[src/rtl/busy_arbiter.sv]
module busy_arbiter #(
  parameter int AW = 11
) (
  input  logic          clk,
  input  logic          rst_n,
  input  logic          left_en,
  input  logic [AW-1:0] left_addr,
  input  logic          right_en,
  input  logic [AW-1:0] right_addr,
  output logic          left_busy_n,
  output logic          right_busy_n,
  output logic          left_wr_block,
  output logic          right_wr_block
);

  typedef enum logic [1:0] {FREE = 2'd0, LEFT_OWNS = 2'd1, RIGHT_OWNS = 2'd2} owner_t;

  owner_t        owner, owner_nx;
  logic          l_en_q, r_en_q;
  logic [AW-1:0] l_addr_q, r_addr_q;

  wire match = left_en & right_en & (left_addr == right_addr);
  wire l_new = left_en & (~l_en_q | (left_addr != l_addr_q));
  wire r_new = right_en & (~r_en_q | (right_addr != r_addr_q));

  always_comb begin
    owner_nx = owner;
    if (!match)
      owner_nx = FREE;
    else if (owner == FREE)
      owner_nx = (l_new && !r_new) ? RIGHT_OWNS : LEFT_OWNS;
  end

  always_ff @(posedge clk or negedge rst_n) begin
    if (!rst_n) begin
      owner    <= FREE;
      l_en_q   <= 1'b0;
      r_en_q   <= 1'b0;
      l_addr_q <= '0;
      r_addr_q <= '0;
    end else begin
      owner    <= owner_nx;
      l_en_q   <= left_en;
      r_en_q   <= right_en;
      l_addr_q <= left_addr;
      r_addr_q <= right_addr;
    end
  end

  assign left_busy_n    = (owner != RIGHT_OWNS);
  assign right_busy_n   = (owner != LEFT_OWNS);
  assign left_wr_block  = ~left_busy_n;
  assign right_wr_block = ~right_busy_n;

  p_never_both_r4: assert property (@(posedge clk) disable iff (!rst_n)
    !(!left_busy_n && !right_busy_n));

  p_idle_r1: assert property (@(posedge clk) disable iff (!rst_n)
    !match |=> (left_busy_n && right_busy_n));

  p_one_flag_r2: assert property (@(posedge clk) disable iff (!rst_n)
    match |=> ($countones({~left_busy_n, ~right_busy_n}) == 1));

  p_hold_r7: assert property (@(posedge clk) disable iff (!rst_n)
    (match && !(left_busy_n && right_busy_n)) |=> $stable({left_busy_n, right_busy_n}));

  p_block_r5: assert property (@(posedge clk) disable iff (!rst_n)
    (left_wr_block != left_busy_n) && (right_wr_block != right_busy_n));

endmodule

[config.mk]
export PLATFORM = sky130hd
export DESIGN_NAME = busy_arbiter
export DESIGN_NICKNAME = d
export VERILOG_FILES = /design/src/rtl/busy_arbiter.sv
export SDC_FILE = /design/constraint.sdc
export NUM_CORES = 1
export LEC_CHECK = 0
export BUFFER_PORTS_ARGS = -buffer_cell sky130_fd_sc_hd__buf_2
export CAP_MARGIN = 20
export CORE_ASPECT_RATIO = 0.7
export CORE_MARGIN = 3
export CORE_UTILIZATION = 42
export DETAILED_ROUTE_END_ITERATION = 7
export PLACE_DENSITY = 0.67
export SKIP_LAST_GASP = 1
export SLEW_MARGIN = 20
export SYNTH_ARGS = -nofsm -noshare
export SYNTH_HDL_FRONTEND = slang
export SYNTH_SLANG_ARGS = --single-unit
[constraint.sdc]
create_clock -name clk -period 2.84 [get_ports clk]
set_input_delay 0.568 -clock clk [delete_from_list [all_inputs] [get_ports clk]]
set_output_delay 0.568 -clock clk [all_outputs]
set_load 0.02 [all_outputs]
---- After elaboration in Yosys (flattened, before gate mapping) ----
Index checks and enable logic that the tools add are counted.
W data, S select, Z words.
storage, ports and cells
  output and inout bits ................... 4
  input bits .............................. 26
  word-level logic and storage cells ...... 27
  register bits after elaboration ......... 26
cells by class
  bitwise logic cells ..................... 10
  reductions and logical operators ........ 3
  multiplexer cells ....................... 3
  equality and inequality tests ........... 6
operators by type and width
  operator              count
  $ne A11 B11 Y1        2
  $eq A11 B11 Y1        1
  $mux W2               3
  $and A1 B1 Y1         4
  $ne A2 B1 Y1 const B  2
  $not A1 Y1            4
  $logic_not A2 Y1      1
  $ne A2 B2 Y1 const B  1
  $or A1 B1 Y1          2
  $logic_and A1 B1 Y1   1
  $logic_not A1 Y1      1

---- Depth between registers and ports, before layout ----
  depth in word-level cells ............... 8
  gate-level depth with buffers ........... 5

---- Worst setup path before layout ----
Ideal clock, no wire load.
  path type ............................... input to register
  start point ............................. input port left_addr[1]
  end point ............................... register owner[0]
  required time ........................... 2.760 ns
  stages on the path ...................... 5
  path buffers ............................ 0
  data arrival time ....................... 1.379 ns
  setup slack ............................. 1.381 ns
  cell sequence ........................... xnor2_1 -> nand4_1 -> or3_1 -> nand4b_1 -> nor3b_2
on the way
  word-level cells in the longest chain between the ends .. 7
  elaborated cells on any way between the ends .. 10
  classes of those cells .................. eq/ne (3); mux (3); bitwise (3); reduce/logical (1)
ends and longest elaborated chain
  element               RTL line  text
  start, declared       7         input logic [AW-1:0] left_addr,
  $ne A11 B11 Y1        23        wire l_new = left_en & (~l_en_q | (left_addr != l_addr_q));
  $or A1 B1 Y1          23
  $and A1 B1 Y1         23
  $logic_and A1 B1 Y1   31        owner_nx = (l_new && !r_new) ? RIGHT_OWNS : LEFT_OWNS;
  $mux W2               31
  $mux W2               30        else if (owner == FREE)
  $mux W2               28        if (!match)
  end signal, assigned  42        owner <= owner_nx;
  end, declared         18        owner_t owner, owner_nx;
Several ways; a longest one is shown, not always the timed one. The select of a mux whose other input is x is not followed.
A chain may end at the register's enable or synchronous reset.

---- Final worst setup path ----
  start point ............................. register owner[0]
  end point ............................... output port left_wr_block
on the way
  word-level cells in the longest chain between the ends .. 2
ends and longest elaborated chain
  element        RTL line  text
  $ne A2 B2 Y1   50        assign left_busy_n = (owner != RIGHT_OWNS);
  $not A1 Y1     52        assign left_wr_block = ~left_busy_n;
  end, declared  12        output logic left_wr_block,
No other way between the ends.

==> summary.txt <==
Worst setup path
  • Critical Path AT: 1.16 ns
  • Flop-to-flop setup slack: 1.42 ns
  • Worst EP required: 2.27 ns
  • Worst setup SP type: flip-flop
  • Worst Path Max Fanout: 3
  • CP cell instances: nand2b_1 > inv_1 > buf_2
  • Worst Path Class, Setup: reg2out
  • Critical path's top delay family: flip-flops
  • Worst r2r src: l_addr_q[9]$_DFF_PN0_
  • CP peak stage delay: 0.42 ns
  • Reg-to-Reg End: owner[0]$_DFFE_PN0P_
  • Crit end category: primary output
  • Slowest stage cell, crit path: dfrtp_1
  • WP buf/inv: 2
  • FF-to-FF path depth: 5

Floorplanning
  • Die W: 66.2 µm
  • Die height: 48.2 µm
  • FP Rows: 14
  • Initial Utilization: 0.468
  • Die area: ~3200 µm²
  • Core Region: around 2300 µm²
  • Ports: 30

Timing
  • Clk_skew: 0.00450 ns
  • Final worst path period need: 1.73 ns
  • RSZ-0062 raised after global routing: no
  • Final worst setup slack: 1.11 ns
  • Final setup viols: 0
  • Worst rel slew slack: 0.630
  • Setup TNS: 0 ns
  • Hold Violations, Final: 0
  • Worst-margin pin slew: 0.555 ns
  • Tcrit/Tclk final: 0.610
  • Achievable frequency: 578 MHz
  • Slew Limit Fails: 0

Yosys
  • Yosys top cell area share: 0.610
  • Number of synthesized flops with an enable pin: 0
  • Post-synthesis sequential area ratio: 0.610
  • Avg Inst Size Synth: 13.3 µm²
  • Synth top area cells: dfrtp_1 61%, xnor2_1 19%, xor2_1 8.2%
  • Synth Cell Area: 1070 µm²
  • Count leader, synth: dfrtp_1
  • Flops & latches, synth: 26
  • Post-synth top cells: 26 x dfrtp_1, 23 x xnor2_1, 10 x xor2_1
  • Area leader, netlist: dfrtp_1
  • Net count after synthesis: 106
  • Yosys warns: 0
  • Distinct cells, synth: 15
  • Synth async-reset ratio: 1.00
  • Most frequently used flop master after synthesis: dfrtp_1
  • Synth Instances: 80

Clock tree
  • CTS tree: done
  • Clk_lat worst skew: 0.31 ns
  • Post CTS Setup Buffer Count: 0
  • Post-CTS sizing: 0
  • Clk sink count: 26
  • Clock transition at path regs: 0.12 ns
  • Hold-fix buffers, CTS: 0
  • Clk buf depth: 2
  • H-tree depth: 1
  • CTS Buf Count: 3
  • CTS Root Cell: clkbuf_4

Final layout
  • Final net count: 140
  • Layout cells sized above 1: 0.295
  • Area grow syn2layout: 19.5%
  • Ant diodes: 0

Power and ir drop
  • VDD IR max: 315 µV
  • Sw power: 148 µW
  • Combinational Power Share: 0.138
  • Leak: 0.562 nW
  • Share of power burned in registers: 0.630
  • Int Power: around 480 µW
  • Clk pwr share: 0.233
  • Sw frac: 0.236
  • PwrDens: 493 nW/µm²

Route
  • First-pass DRT Iterations: 2
  • Routed length per instance: about 14 µm
  • Drt initial violations: 9
  • Routed WL: 1940 µm
  • Detail Route Antenna Nets: 0
  • # DRC: 0
  • Vias per std cell: 4.72
  • Via count: 680

Global route
  • Antenna violations before repair: 0
  • Pin count of the biggest net entering global routing: 27
  • First-pass GRT wire length: 3120 µm
  • Overall Global Routing Usage: 0.139
  • Vias in the first global route: 680
  • Total congestion overflow: 0

Place
  • Port bufs: 29
  • Pre-CTS WS: 1.14 ns
  • Final GP Congestion: 0.707
  • Post-detail-place hpwl: 1560 µm

Job
  • Max cap viols: 0

Hold path
  • Hold Crit Class: in2async

Status
  • Run status: complete, no violations
-- cell type report --
type | count | area, µm²
flip-flops and latches | 26 | 651
fillers | 204 | 1000
repair buffers | 29 | 145
inverters | 3 | 11.3
multi-input cells | 51 | 404
well taps | 32 | 40.0
clock buffers | 3 | 22.5
-- worst reg2reg max path: stages, from the launching register on --
cell	delay [ns]
dfrtp_1	0.39
xnor2_1	0.20
nand4_1	0.13
or3_1	0.36
nand4b_1	0.11
nor3b_2	0.16
-- power by group through the flow --
stage	Clock, mW	Sequential [mW]	Combinational [mW]
2_1_floorplan	0	0.401	0.0419
3_3_place_gp	0	0.401	0.0860
3_5_place_dp	0	0.402	0.0874
4_1_cts	0.156	0.395	0.0882
5_1_grt	0.169	0.397	0.0957
6_report	0.146	0.395	0.0863
-- cells by family after synthesis --
kind of cell / Yosys count / share of synthesized area
buffers and inverters: 3 / 0.0106
xor gates and xnor gates: 33 / 0.271
AOI/OAI and AO/OA: 2 / 0.0117
DFF: 26 / 0.610
and+or+nand+nor: 16 / 0.0962
-- registers in the layout (all words and copies together), names as in the netlist --
register	count
l_addr_q	11
owner	2
l_en_q	1
r_en_q	1
r_addr_q	11
-- how the worst max path moves through the flow --
stage	start	end	slack, ns	cells after the start
3_5_place_dp	left_addr[5]	owner[0]$_DFFE_PN0P_	1.14	6
5_1_grt	owner[0]$_DFFE_PN0P_	left_wr_block	1.04	3
2_1_floorplan	left_addr[1]	owner[0]$_DFFE_PN0P_	1.38	5
4_1_cts	owner[0]$_DFFE_PN0P_	left_wr_block	1.10	3
3_3_place_gp	left_addr[7]	owner[0]$_DFFE_PN0P_	1.17	6
6_report	owner[0]$_DFFE_PN0P_	left_wr_block	1.11	3
-- stage by stage --
step	instance area, µm²	total power, mW	util	hold slack, ns	cells
global route	1270	0.662	0.559	0.252	144
detailed placement	1250	0.490	0.549	0.547	141
finish	1270	0.627	0.559	0.226	144
global placement	1250	0.487	0.549	0.549	141
CTS	1270	0.639	0.559	0.243	144
floorplan	1070	0.443	-	0.272	80
-- layout by cell type (no fill, tap or decap) --
| cell type | n |
|---|---|
| a21oi_1 | 1 |
| buf_2 | 29 |
| clkbuf_4 | 3 |
| dfrtp_1 | 26 |
| inv_1 | 3 |
| nand2_1 | 1 |
| nand2b_1 | 1 |
| nand3_1 | 2 |
| nand4_1 | 6 |
| nand4b_1 | 1 |
| nor3_1 | 1 |
| nor3b_2 | 1 |
| nor4_1 | 2 |
| o31ai_1 | 1 |
| or3_1 | 1 |
| xnor2_1 | 23 |
| xor2_1 | 10 |
-- routing by layer --
layer / vias to the layer above / track usage / part of all wire / routed length, µm
met1: 321 / 0.196 / 0.50 / 981
met3: 2 / 0.0576 / 0.075 / 145
met5: - / 0 / 0 / 0
li1: 335 / - / - / -
met4: 0 / 0.0364 / 0.0051 / 10
met2: 22 / 0.201 / 0.42 / 807
Note: power is estimated with default switching activity, not from simulation.
